File: src/rtl/sadr_pkg.sv
package sadr_pkg;

    typedef enum logic [1:0] {
        CKS_EXT_A = 2'b00,
        CKS_EXT_B = 2'b01,
        CKS_TMR   = 2'b10,
        CKS_PRE   = 2'b11
    } cks_e;

    typedef struct packed {
        logic       en;
        logic       wake;
        logic [2:0] mode;
        logic [1:0] cks;
    } ctl_t;

    localparam int CTL_W      = 8;
    localparam int MODE_RX    = 2;
    localparam int MODE_PIN_A = 1;

endpackage

File: src/rtl/sadr_sync.sv
module sadr_sync #(
    parameter int STAGES = 2,
    parameter bit RISE   = 1'b0
) (
    input  logic clk,
    input  logic rst_n,
    input  logic din,
    output logic dout
);
    localparam int LEN = STAGES + (RISE ? 1 : 0);

    logic [LEN-1:0] sh_d, sh_q;

    always_comb begin
        sh_d = {sh_q[LEN-2:0], din};
    end

    always_ff @(posedge clk or negedge rst_n) begin
        if (!rst_n) sh_q <= '0;
        else        sh_q <= sh_d;
    end

    generate
        if (RISE) begin : g_rise
            assign dout = sh_q[STAGES-1] & ~sh_q[STAGES];
        end else begin : g_lvl
            assign dout = sh_q[STAGES-1];
        end
    endgenerate
endmodule

File: src/rtl/sadr_clksel.sv
module sadr_clksel
    import sadr_pkg::*;
#(
    parameter int DIV = 16
) (
    input  logic       clk,
    input  logic       rst_n,
    input  logic       en,
    input  logic [1:0] cks,
    input  logic       ext_rise,
    input  logic       tmr_rise,
    input  logic       pre_rise,
    output logic       tick
);
    localparam int CW = (DIV > 1) ? $clog2(DIV) : 1;
    localparam logic [CW-1:0] LAST = CW'(DIV - 1);

    logic [CW-1:0] cnt_d, cnt_q;
    logic          tmr_tick;

    always_comb begin
        cnt_d    = cnt_q;
        tmr_tick = 1'b0;
        if (!en) begin
            cnt_d = '0;
        end else if (tmr_rise) begin
            tmr_tick = (cnt_q == LAST);
            cnt_d    = (cnt_q == LAST) ? '0 : cnt_q + 1'b1;
        end
        case (cks_e'(cks))
            CKS_TMR: tick = tmr_tick;
            CKS_PRE: tick = pre_rise;
            default: tick = ext_rise;
        endcase
    end

    always_ff @(posedge clk or negedge rst_n) begin
        if (!rst_n) cnt_q <= '0;
        else        cnt_q <= cnt_d;
    end
endmodule

File: src/rtl/sadr_wake_rx.sv
module sadr_wake_rx
    import sadr_pkg::*;
#(
    parameter int DW          = 8,
    parameter int TMR_DIV     = 16,
    parameter int SYNC_STAGES = 2
) (
    input  logic          clk,
    input  logic          rst_n,
    input  logic          ctl_wr_en,
    input  logic [7:0]    ctl_wr_data,
    input  logic          addr_wr_en,
    input  logic [DW-1:0] addr_wr_data,
    input  logic          shreg_wr_en,
    input  logic [DW-1:0] shreg_wr_data,
    input  logic          scl_pin,
    input  logic          tmr_out,
    input  logic          presc_clk,
    input  logic          sda_a,
    input  logic          sda_b,
    input  logic          start_det,
    output logic [7:0]    ctl_rd_data,
    output logic [DW-1:0] shreg_rd_data,
    output logic          xfer_irq,
    output logic          shreg_wr_blocked,
    output logic [1:0]    dpin_free
);
    localparam int BW = (DW > 1) ? $clog2(DW) : 1;
    localparam logic [BW-1:0] LAST_BIT = BW'(DW - 1);
    localparam int N_CLK = 3;
    localparam int N_IN  = 5;

    typedef struct packed {
        ctl_t          ctl;
        logic [DW-1:0] addr;
        logic [DW-1:0] shreg;
        logic [BW-1:0] bitcnt;
        logic          first;
        logic          irq;
        logic          blk;
    } state_t;

    state_t d, q;

    logic [N_IN-1:0] raw_in, sync_out;
    logic            tick, din;
    logic [DW-1:0]   shifted;

    assign raw_in = {sda_b, sda_a, presc_clk, tmr_out, scl_pin};

    generate
        for (genvar i = 0; i < N_IN; i++) begin : g_sync
            sadr_sync #(
                .STAGES (SYNC_STAGES),
                .RISE   (i < N_CLK)
            ) u_sync (
                .clk   (clk),
                .rst_n (rst_n),
                .din   (raw_in[i]),
                .dout  (sync_out[i])
            );
        end
    endgenerate

    sadr_clksel #(.DIV(TMR_DIV)) u_clksel (
        .clk      (clk),
        .rst_n    (rst_n),
        .en       (q.ctl.en),
        .cks      (q.ctl.cks),
        .ext_rise (sync_out[0]),
        .tmr_rise (sync_out[1]),
        .pre_rise (sync_out[2]),
        .tick     (tick)
    );

    assign din     = q.ctl.mode[MODE_PIN_A] ? sync_out[3] : sync_out[4];
    assign shifted = {q.shreg[DW-2:0], din};

    always_comb begin
        d     = q;
        d.irq = 1'b0;
        d.blk = 1'b0;

        if (ctl_wr_en) begin
            d.ctl.en   = ctl_wr_data[7];
            d.ctl.wake = ctl_wr_data[5];
            d.ctl.mode = ctl_wr_data[4:2];
            d.ctl.cks  = ctl_wr_data[1:0];
        end

        if (addr_wr_en) d.addr = addr_wr_data;

        if (shreg_wr_en) begin
            if (q.ctl.wake) d.blk   = 1'b1;
            else            d.shreg = shreg_wr_data;
        end

        if (!q.ctl.en) begin
            d.bitcnt = '0;
            d.first  = 1'b0;
        end else if (start_det) begin
            d.bitcnt = '0;
            d.first  = 1'b1;
        end else if (tick && q.ctl.mode[MODE_RX]) begin
            d.shreg = shifted;
            if (q.bitcnt == LAST_BIT) begin
                d.bitcnt = '0;
                d.first  = 1'b0;
                d.irq    = q.ctl.wake ? (q.first && (shifted == q.addr)) : 1'b1;
            end else begin
                d.bitcnt = q.bitcnt + 1'b1;
            end
        end
    end

    always_ff @(posedge clk or negedge rst_n) begin
        if (!rst_n) q <= '0;
        else        q <= d;
    end

    assign ctl_rd_data      = {q.ctl.en, q.ctl.en && (q.addr == q.shreg),
                               q.ctl.wake, q.ctl.mode, q.ctl.cks};
    assign shreg_rd_data    = q.shreg;
    assign xfer_irq         = q.irq;
    assign shreg_wr_blocked = q.blk;
    assign dpin_free        = !q.ctl.mode[MODE_RX]   ? 2'b11 :
                              q.ctl.mode[MODE_PIN_A] ? 2'b10 : 2'b01;
endmodule

File: config.mk
export PLATFORM = sky130hd
export DESIGN_NAME = sadr_wake_rx
export DESIGN_NICKNAME = d
export VERILOG_FILES = /design/src/rtl/sadr_pkg.sv /design/src/rtl/sadr_sync.sv /design/src/rtl/sadr_clksel.sv /design/src/rtl/sadr_wake_rx.sv
export SDC_FILE = /design/constraint.sdc
export NUM_CORES = 1
export LEC_CHECK = 0
export ABC_AREA = 0
export BUFFER_PORTS_ARGS = -buffer_cell sky130_fd_sc_hd__buf_2
export CAP_MARGIN = 10
export CORE_UTILIZATION = 35
export CTS_BUF_LIST = sky130_fd_sc_hd__clkbuf_16
export CTS_CLUSTER_DIAMETER = 100
export DETAILED_ROUTE_END_ITERATION = 10
export MAX_ROUTING_LAYER = met4
export SLEW_MARGIN = 25
export SYNTH_ARGS = -nofsm -noshare
export SYNTH_HDL_FRONTEND = slang
export SYNTH_SLANG_ARGS = --single-unit
File: constraint.sdc
create_clock -name clk -period 4 [get_ports clk]
set_clock_uncertainty 0.05 [all_clocks]
set_input_delay 0.2 -clock clk [delete_from_list [all_inputs] [get_ports clk]]
set_output_delay 0.2 -clock clk [all_outputs]
set_load 0.02 [all_outputs]
# Word level (Yosys, flattened, before mapping)
# Index checks and enable logic that the tools add are counted.
[totals]
reg_bits = 46
inputBits = 35
output_inout_bits = 20
wordCells = 60
[op_classes]
n_addsub = 2
eq_ne = 9
n_mux = 23
bitwise = 6
n_reduce_logical = 4
[op_table]
columns = ["operator", "n"]
rows = [
  ["$mux W8", 4],
  ["$mux W4", 5],
  ["$eq A8 B8 Y1", 2],
  ["$mux W13", 1],
  ["$mux W1", 8],
  ["$mux W2", 3],
  ["$ne A3 B2 Y1 const B", 2],
  ["$add A4 B1 Y4 const B", 1],
  ["$eq A2 B2 Y1 const B", 2],
  ["$eq A4 B4 Y1 const B", 1],
  ["$add A3 B1 Y3 const B", 1],
  ["$and A1 B1 Y1", 3],
  ["$eq A3 B3 Y1 const B", 1],
  ["$logic_and A1 B1 Y1", 3],
  ["$mux W3", 1],
  ["$not A1 Y1", 3],
  ["$ne A2 B1 Y1 const B", 1],
  ["$pmux W1 S2", 1],
  ["$reduce_and A2 Y1", 1],
]

# Longest topological paths before layout
# Gate-level depths: netlist of run 1.
[depth]
depth_word = 9
mapped_depth = 5

# By module
# A second synthesis of run 1 with hierarchy kept.
[unflattened]
hier_cells = 167
area_unflattened_um2 = 2090.8
[modules_own_cells]
columns = ["module", "instances", "cells_per_inst", "area_each_um2", "seq_area_each_um2"]
rows = [
  ["sadr_wake_rx", 1, 131, 1502.7, 725.7],
  ["sadr_sync at g_sync[0].u_sync ...", 3, 4, 88.8, 75.1],
  ["sadr_clksel", 1, 20, 221.5, 100.1],
  ["sadr_sync at g_sync[3].u_sync ...", 2, 2, 50.0, 50.0],
]

# Worst setup path after synthesis of run 1
# OpenSTA, ideal clock, no wires.
[synth_path]
path_kind = "register to register"
start = "register u_clksel.cnt_q[0]"
end = "register q, in the netlist shreg_rd_data[1]"
setup_time_ns = 0.125
arrival_ns = 1.654
setup_slack_ns = 2.171
path_stages_with_launch = 6
n_path_buf = 0
path_cell_list = "dfrtp_1 -> ha_1 -> nand4b_1 -> o211a_1 -> nor3b_4 -> mux2_2"
[synth_lines]
columns = ["element", "line_no", "source"]
rows = [
  ["start: declaration", "sadr_clksel.sv:18", "logic [CW-1:0] cnt_d, cnt_q;"],
  ["start signal: assignment", "sadr_clksel.sv:39", "else cnt_q <= cnt_d;"],
  ["end signal: assignment", "sadr_wake_rx.sv:117", "if (!rst_n) q <= '0;"],
  ["end signal: assignment", "sadr_wake_rx.sv:118", "else q <= d;"],
  ["end: declaration", "sadr_wake_rx.sv:43", "state_t d, q;"],
]

==> results.py, run 1 <==
metrics = {
    "worst_setup_path": {
        "cp-start-kind": "flip-flop",
        "path_class": "flip-flop to flip-flop",
        "cpLargestDelayFamily": "simple AND/OR/NAND/NOR gates",
        "worstReg2RegStart": "ctl_rd_data[7]",
        "slowest_stage": "nor3b_4",
        "rrSetupSlack_ns": 1.86,
        "cp_cell_sequence": "nor2b_1, nor3b_4, mux2_2",
        "cpPeakStageDelay_ns": 0.58,
        "r2r_cells": 3,
        "startpoint": "ctl_rd_data[7]",
        "worst-path-max-fanout": 10,
        "r2r_end": "shreg_rd_data[2]",
        "critPathRequiredTime_ns": 4.11,
        "worstPathBufferInverterCount": 0,
        "arrival_ns": 2.25,
        "critPathCaptureType": "flip-flop",
    },
    "routing": {
        "wl_per_cell_um": 13.5,
        "drtAntennaViolNets": 0,
        "dr.pass1.iters": 3,
        "viasPerCell": 4.69,
        "drc": 0,
        "vias": 1328,
        "drt-initial-drc-count": 58,
        "drt_wl_total_um": 3820,
    },
    "grt": {
        "antenna_found_initial": 0,
        "grt.met2_usage_pct": 21.1,
        "busiest_layer": "met2",
        "grt_max_degree": 47,
        "grtUsageMet1_pct": 17.9,
        "grt_overflow_total": 0,
        "grt_first_pass_wirelength_um": 6460,
        "grt.total_usage_pct": 13.7,
        "grt_util_met3_pct": 2.97,
        "grt_pass1_vias": 1333,
    },
    "finish": {
        "final_cell_mix": "buf_2 (52), dfrtp_1 (46), mux2_2 (29)",
        "area_growth_pct": 21.5,
        "drive_above_1_share_pct": 42.7,
        "nets": 248,
        "n_antenna_cell": 0,
        "final_common_cell": "buf_2",
    },
    "worst_hold_path": {
        "hold_path_startpoint": "ctl_wr_data[1]",
        "min_path_cells": 2,
        "hp-class": "input port to flip-flop",
        "min_to": "ctl_rd_data[1]",
    },
    "placement": {
        "io_buffers": 53,
        "routabilityCongestion": 0.746,
        "hpwl_um": 2750,
    },
    "sta": {
        "worst_pin_slew_ns": 0.872,
        "relSlewSlack_pct": 41.7,
        "finalSetupViolCount": 0,
        "final.period_utilization_pct": 53.4,
        "fmax_mhz": 468,
        "final-hold-violation-count": 0,
        "fin_crit_ns": 2.14,
        "rsz0062_at_grt": "no",
        "drv_slew": 0,
        "setup_tns_ns": 0,
    },
    "synth": {
        "synth_fp_nets": 201,
        "synth.yosys.warnings": 0,
        "synth_seq_cells": 46,
        "yosys.area_share.simple_pct": 8.67,
        "synth_fa_ha_area_share_pct": 1.77,
        "synth_top_family_by_area": "multiplexers",
        "synth_area_leaders": "dfrtp_1 (54%), mux2_2 (15%), xnor2_1 (5.8%)",
        "seq_area_frac_synth_pct": 54.2,
        "syn_area_per_cell_um2": 13.0,
        "syn_area_um2": 2120,
        "synth_top_area_share_pct": 54.2,
        "synth_compound_area_share_pct": 3.18,
        "synthDistinctLibCells": 29,
        "synth_top_area_cell": "dfrtp_1",
        "synth-xor-area-share_pct": 7.02,
        "synthMuxAreaShare_pct": 18.7,
        "synthCells": 163,
    },
    "cts": {
        "htreeDepth": 2,
        "max-clock-path-buffers": 2,
        "cts_setup_buffers": 0,
        "cts_sinks": 46,
        "cts-resized-gates": 0,
        "cts_tree": "yes",
        "worstSkewPairLatency_ns": 0.28,
        "root_buffer": "clkbuf_16",
        "cts_buffers": 5,
        "clkTransAtPathRegs_ns": 0.06,
    },
    "floorplan": {
        "start_util_pct": 37.4,
        "die_x_um": 79.9,
        "num_rows": 27,
        "ios": 55,
        "die-area_um2": 6380,
        "fp.dieH_um": 79.9,
        "core_area_um2": 5680,
    },
    "power_and_ir_drop": {
        "irDropWorstVdd_mv": 0.228,
        "powerDensity_nw_per_um2": 492,
        "p_leak_nw": 1.17,
        "total_power_mw": 1.27,
    },
    "status": {
        "outcome": "completed",
    },
    "flow_run": {
        "maxCapViolCount": 0,
    },
}
synthesized netlist by cell type:
cell type and count:
dfrtp_1 46, mux2_2 29, buf_4 15, xnor2_1 14, nand2_1 8, mux2i_1 7, nor2b_1 5, clkbuf_1 3
ha_1 3, nand3b_1 3, nand4_1 3, o21ai_0 3, xor2_1 3, a21oi_1 2, and2_1 2, inv_1 2
nand2b_1 2, nor2_1 2, a311oi_1 1, a31oi_1 1, and3_1 1, and4_1 1, buf_2 1, nand4b_1 1
nor3b_4 1, nor4_1 1, o211a_1 1, o311a_1 1, o31ai_1 1
worst max path at each step:
stage | cells past startpoint | endpoint
3_5_place_dp | 3 | shreg_rd_data[2]
4_1_cts | 5 | shreg_rd_data[2]
3_3_place_gp | 3 | shreg_rd_data[3]
5_1_grt | 3 | shreg_rd_data[2]
6_report | 3 | shreg_rd_data[2]
2_1_floorplan | 5 | shreg_rd_data[1]
cell type report:
type | count | area (um2)
Fill cell | 525 | 3100
Sequential cell | 46 | 1150
Multi-Input combinational cell | 96 | 835
Timing Repair Buffer | 59 | 328
Clock buffer | 5 | 125
Tap cell | 72 | 90.1
Clock inverter | 3 | 41.3
Inverter | 2 | 7.51
metrics by stage:
| stage | util [%] | instances | hold WS (ns) | setup WS [ns] | instance area, um2 |
|---|---|---|---|---|---|
| floorplan | - | 163 | -0.146 | 2.17 | 2120 |
| global placement | 41.4 | 269 | 0.258 | 1.88 | 2350 |
| detailed placement | 41.4 | 269 | 0.194 | 1.87 | 2350 |
| CTS | 45.4 | 283 | 0.0929 | 1.85 | 2580 |
| global route | 45.4 | 283 | 0.0957 | 1.71 | 2580 |
| finish | 45.4 | 283 | 0.0969 | 1.86 | 2580 |
logic make-up (layout without fill, tap and decap cells):
| group | after synthesis | after routing |
|---|---|---|
| mux | 36 | 36 |
| xor+xnor | 17 | 17 |
| flops | 46 | 46 |
| simple gates | 30 | 30 |
| fa+ha+maj | 3 | 3 |
| compound gates | 10 | 10 |
| buf+inv | 21 | 69 |
where the power goes:
group	internal (mW)	switching, mW
logic	0.126	0.113
registers	0.512	0.0579
clock network	0.292	0.166
state kept, by name, summed over array words and instances, names as in the netlist:
register	count
shreg_rd_data	8
g_sync.u_sync.sh_q	13
shreg_wr_blocked	1
ctl_rd_data	7
q	12
xfer_irq	1
u_clksel.cnt_q	4
what timing repair did:
item / in CTS / in global routing
hold buffers: 6 / 0
setup endpoints to repair: 0 / 0
hold endpoints to repair: 51 / 0
layer usage:
metal	wire (um)	up-vias
met2	1800	25
met4	35	0
li1	-	643
met5	0	-
met3	140	4
met1	1840	656
(Power assumes the default switching activity.)
==> run 2, diff against run 1 <==
==> constraint.sdc (replaced) <==
create_clock -name clk -period 2 [get_ports clk]
set_clock_uncertainty 0.05 [all_clocks]
set_input_delay 0.1 -clock clk [delete_from_list [all_inputs] [get_ports clk]]
set_output_delay 0.1 -clock clk [all_outputs]
set_load 0.02 [all_outputs]
==> results.py, run 2 (same netlist as run 1, synthesis figures left out) <==
metrics = {
    "status": {
        "outcome": "completed",
    },
    "worst_setup_path": {
        "rrSetupSlack_ns": 0.13,
        "critPathCaptureType": "flip-flop",
        "r2r_end": "shreg_rd_data[1]",
        "r2r_cells": 6,
        "path_class": "flip-flop to flip-flop",
        "cpPeakStageDelay_ns": 0.39,
        "arrival_ns": 1.99,
        "critPathRequiredTime_ns": 2.12,
        "cp_cell_sequence": "ha_2, nand4b_1, o211a_1, nor3b_4, buf_12, mux2_2",
        "slowest_stage": "dfrtp_1",
        "worstReg2RegStart": "u_clksel.cnt_q[1]",
        "cp-start-kind": "flip-flop",
        "worst-path-max-fanout": 8,
    },
    "grt": {
        "antenna_found_initial": 0,
        "grt_pass1_vias": 1409,
        "grt_util_met3_pct": 3.89,
        "grt_overflow_total": 0,
        "grt_max_degree": 25,
        "busiest_layer": "met2",
        "grt.met2_usage_pct": 23.0,
        "grt_first_pass_wirelength_um": 6930,
        "grt.total_usage_pct": 15.0,
        "grtUsageMet1_pct": 18.9,
    },
    "routing": {
        "drc": 0,
        "viasPerCell": 4.67,
        "vias": 1419,
        "wl_per_cell_um": 13.5,
        "drtAntennaViolNets": 0,
        "drt-initial-drc-count": 68,
        "dr.pass1.iters": 3,
        "drt_wl_total_um": 4100,
    },
    "sta": {
        "setup_ws_ns": 0.133,
        "rsz0062_at_grt": "no",
        "finalSetupViolCount": 0,
        "fmax_mhz": 536,
        "drv_slew": 0,
        "relSlewSlack_pct": 62.9,
        "worst_pin_slew_ns": 0.556,
        "setup_tns_ns": 0,
        "fin_crit_ns": 1.87,
        "finalHoldWorstSlack_ns": 0.00401,
        "final.period_utilization_pct": 93.4,
        "final-hold-violation-count": 0,
    },
    "cts": {
        "max-clock-path-buffers": 2,
        "cts_tree": "yes",
        "htreeDepth": 2,
        "root_buffer": "clkbuf_16",
        "clkTransAtPathRegs_ns": 0.06,
        "cts_buffers": 5,
        "cts_sinks": 46,
        "worstSkewPairLatency_ns": 0.29,
    },
    "flow_run": {
        "maxCapViolCount": 0,
    },
    "placement": {
        "hpwl_um": 2930,
        "place_ws_ns": 0.0830,
        "dp_cells": 275,
        "io_buffers": 53,
        "routabilityCongestion": 0.717,
    },
    "power_and_ir_drop": {
        "powerDensity_nw_per_um2": 970,
        "total_power_mw": 2.73,
        "switchingPower_uw": 704,
        "p_leak_nw": 1.28,
        "clockPowerShare_pct": 39.1,
        "p_int_mw": 2.03,
        "p_comb_share_pct": 19.4,
        "p_seq_share_pct": 41.5,
        "irDropWorstVdd_mv": 0.375,
        "swShare_pct": 25.8,
    },
    "floorplan": {
        "num_rows": 27,
        "start_util_pct": 37.4,
        "die_x_um": 79.9,
        "die-area_um2": 6380,
        "fp.dieH_um": 79.9,
        "core_area_um2": 5680,
        "ios": 55,
    },
    "finish": {
        "drive_above_1_share_pct": 43.5,
        "final_common_cell": "buf_2",
        "final_cell_mix": "buf_2 (53), dfrtp_1 (46), mux2_2 (29)",
        "final_cells": 304,
        "nets": 269,
        "area_growth_pct": 32.8,
        "largest-register": "g_sync.u_sync.sh_q",
        "largest_reg_flops": 13,
        "n_antenna_cell": 0,
    },
    "worst_hold_path": {
        "min_path_cells": 2,
        "min_to": "ctl_rd_data[0]",
        "hold_path_startpoint": "ctl_wr_data[0]",
        "hp-class": "input port to flip-flop",
    },
}
## run 2: final cells by class
class	count	area, um2
inverter	2	7.51
sequential	46	1150
multi-input combinational	96	837
fill	520	2860
clock buffer	5	125
tap	72	90.1
clock inverter	3	68.8
timing repair buffer	80	538
## run 2: worst max-delay path by stage
stage | start | end | slack [ns]
floorplan | u_clksel.cnt_q[0] | shreg_rd_data[1] | 0.17
global placement | u_clksel.cnt_q[0] | shreg_rd_data[3] | 0.13
detailed placement | u_clksel.cnt_q[0] | shreg_rd_data[1] | 0.08
CTS | u_clksel.cnt_q[0] | shreg_rd_data[1] | 0.06
global route | u_clksel.cnt_q[1] | shreg_rd_data[3] | 0.004
finish | u_clksel.cnt_q[1] | shreg_rd_data[1] | 0.13
## run 2: routing by layer
layer  routed length, um  part of all wire, %
met1                1900                   46
met2                1970                   48
met3                 166                  4.0
met4                  72                  1.8
met5                   0                    0
## run 2: stage by stage
stage          util (%)  area, um2
6_report           49.6       2820
5_1_grt            49.6       2820
4_1_cts            49.2       2790
3_5_place_dp       42.6       2420
3_3_place_gp       42.6       2420
2_1_floorplan         -       2120
## run 2: critical path: cells and delay by family, from the launching register on
family | cells | cell delay (ns)
flip-flops | 1 | 0.39
AND/OR/NAND/NOR | 2 | 0.34
multiplexers | 1 | 0.32
AO/OA/AOI/OAI | 1 | 0.26
adder cells (fa/ha/maj) | 1 | 0.24
buffers and inverters | 1 | 0.16
## run 2: repair_timing
item | CTS | global route
hold buffers | 18 | 0
resized for setup | 0 | 1
buffers inserted | 0 | 3
endpoints found under the setup margin | 0 | 7
endpoints found under the hold margin | 39 | 0
## run 2: power by group through the flow
| stage | Clock [mW] | Combinational (mW) | Sequential (mW) |
|---|---|---|---|
| after detailed placement | 0 | 0.499 | 1.16 |
| after floorplan | 0 | 0.414 | 1.13 |
| after global routing | 1.13 | 0.576 | 1.15 |
| after global placement | 0 | 0.495 | 1.15 |
| after CTS | 1.09 | 0.529 | 1.14 |
| final | 1.07 | 0.531 | 1.14 |
==> run 3, diff against run 2 <==
--- a/config.mk
+++ b/config.mk
@@ -8,11 +8,14 @@
 export ABC_AREA = 0
 export BUFFER_PORTS_ARGS = -buffer_cell sky130_fd_sc_hd__buf_2
 export CAP_MARGIN = 10
-export CORE_UTILIZATION = 35
+export CORE_MARGIN = 5
+export CORE_UTILIZATION = 50
 export CTS_BUF_LIST = sky130_fd_sc_hd__clkbuf_16
 export CTS_CLUSTER_DIAMETER = 100
 export DETAILED_ROUTE_END_ITERATION = 10
+export GPL_ROUTABILITY_DRIVEN = 0
 export MAX_ROUTING_LAYER = met4
+export PLACE_DENSITY = 0.76
 export SLEW_MARGIN = 25
 export SYNTH_ARGS = -nofsm -noshare
 export SYNTH_HDL_FRONTEND = slang
==> results.py, run 3 (same netlist as run 1, synthesis figures left out) <==
metrics = {
    "floorplan": {
        "core_area_um2": 4060,
        "die-area_um2": 5650,
        "die_x_um": 75.1,
        "num_rows": 23,
        "fp.dieH_um": 75.1,
        "start_util_pct": 52.3,
        "ios": 55,
    },
    "worst_setup_path": {
        "cp_cell_sequence": "ha_2, nand4b_1, o211a_1, nor3b_4, buf_12, mux2_2",
        "worst-path-max-fanout": 8,
        "critPathCaptureType": "flip-flop",
        "r2r_cells": 6,
        "cpLargestDelayFamily": "flip-flops",
        "worstReg2RegStart": "u_clksel.cnt_q[1]",
        "critPathRequiredTime_ns": 2.12,
        "startpoint": "u_clksel.cnt_q[1]",
        "slowest_stage": "dfrtp_1",
        "arrival_ns": 2.00,
        "path_class": "flip-flop to flip-flop",
        "cpPeakStageDelay_ns": 0.39,
        "path_depth": 6,
        "cp-start-kind": "flip-flop",
        "worstPathBufferInverterCount": 1,
    },
    "finish": {
        "area_growth_pct": 26.9,
        "largest_reg_flops": 13,
        "num-fill-cells": 286,
        "final_cells": 274,
        "final-seq-area_um2": 1150,
        "n_antenna_cell": 0,
        "drive_above_1_share_pct": 43.8,
        "largest-register": "g_sync.u_sync.sh_q",
        "nets": 261,
        "final_common_cell": "buf_2",
        "multi_input_area_um2": 837,
        "final_cell_mix": "buf_2 (53), dfrtp_1 (46), mux2_2 (29)",
    },
    "power_and_ir_drop": {
        "irDropWorstVdd_mv": 0.482,
        "powerDensity_nw_per_um2": 964,
        "total_power_mw": 2.60,
        "p_leak_nw": 1.23,
    },
    "cts": {
        "worstSkewPairLatency_ns": 0.28,
        "root_buffer": "clkbuf_16",
        "cts_buffers": 5,
        "clkTransAtPathRegs_ns": 0.06,
        "cts_tree": "yes",
        "cts_sinks": 46,
        "max-clock-path-buffers": 2,
        "htreeDepth": 2,
    },
    "grt": {
        "antenna_found_initial": 0,
        "grtUsageMet1_pct": 21.0,
        "grt_pass1_vias": 1509,
        "busiest_layer": "met2",
        "grt_overflow_total": 0,
        "grt_first_pass_wirelength_um": 7080,
        "grt.total_usage_pct": 17.3,
        "grt.met2_usage_pct": 29.0,
        "grt_max_degree": 25,
        "grt_util_met3_pct": 3.74,
    },
    "placement": {
        "place_ws_ns": 0.0984,
        "dp_cells": 252,
        "io_buffers": 53,
        "hpwl_um": 3150,
    },
    "sta": {
        "worst_pin_slew_ns": 0.527,
        "finalSetupViolCount": 0,
        "fin_crit_ns": 1.88,
        "setup_tns_ns": 0,
        "final.period_utilization_pct": 94.1,
        "final-hold-violation-count": 0,
        "drv_slew": 0,
        "relSlewSlack_pct": 64.9,
        "fmax_mhz": 531,
        "setup_ws_ns": 0.117,
        "rsz0062_at_grt": "no",
    },
    "routing": {
        "drt_wl_total_um": 4300,
        "drt-initial-drc-count": 85,
        "drc": 0,
        "viasPerCell": 5.08,
        "dr.pass1.iters": 4,
        "wl_per_cell_um": 15.7,
        "drtAntennaViolNets": 0,
        "vias": 1391,
    },
    "worst_hold_path": {
        "min_path_cells": 2,
        "hp-class": "input port to flip-flop",
        "hold_path_startpoint": "addr_wr_data[2]",
    },
    "status": {
        "outcome": "completed",
    },
    "flow_run": {
        "maxCapViolCount": 0,
    },
}
-- run 3: where the power goes --
group | switching [mW] | total (mW) | leakage [nW] | internal [mW]
combinational | 0.245 | 0.521 | 0.592 | 0.275
sequential | 0.114 | 1.14 | 0.557 | 1.02
clock | 0.346 | 0.938 | 0.0842 | 0.591
total | 0.706 | 2.60 | 1.23 | 1.89
-- run 3: layout make-up --
type | count | area share (%)
Tap cell | 50 | 2.32
Timing Repair Buffer | 72 | 17.3
Multi-Input combinational cell | 96 | 31.1
Sequential cell | 46 | 42.8
Clock buffer | 5 | 4.65
Clock inverter | 3 | 1.63
Inverter | 2 | 0.279
-- run 3: path summary, 6_finish.rpt --
check	endpoint	slack (ns)
worst max-delay path	shreg_rd_data[5]	0.12
worst min-delay path	q[16]	0.002
min in group asynchronous	g_sync[0].u_sync.sh_q[0]	0.28
max in group asynchronous	q[2]	1.12
worst min register to register	g_sync[2].u_sync.sh_q[1]	0.30
worst max register to register	shreg_rd_data[5]	0.12
-- run 3: metal layers --
| layer | vias up | wire length [um] | part of all wire [%] |
|---|---|---|---|
| met1 | 685 | 1770 | 41 |
| met4 | 0 | 53 | 1.2 |
| met3 | 7 | 170 | 4.0 |
| met2 | 32 | 2310 | 54 |
| met5 | - | 0 | 0 |
| li1 | 667 | - | - |
-- run 3: per-stage QoR --
step,utilization [%],instance area [um2],hold slack [ns]
global route,66.4,2690,0.00566
finish,66.4,2690,0.00188
global placement,58.7,2380,0.0513
detailed placement,58.7,2380,0.0621
CTS,66.1,2680,0.000322
floorplan,-,2120,-0.246
-- run 3: timing repair --
action,in CTS,in global routing
hold buffers,13,0
buffers inserted,0,1
gates resized for setup,0,1
hold endpoints to repair,34,0
endpoints found under the setup margin,0,7
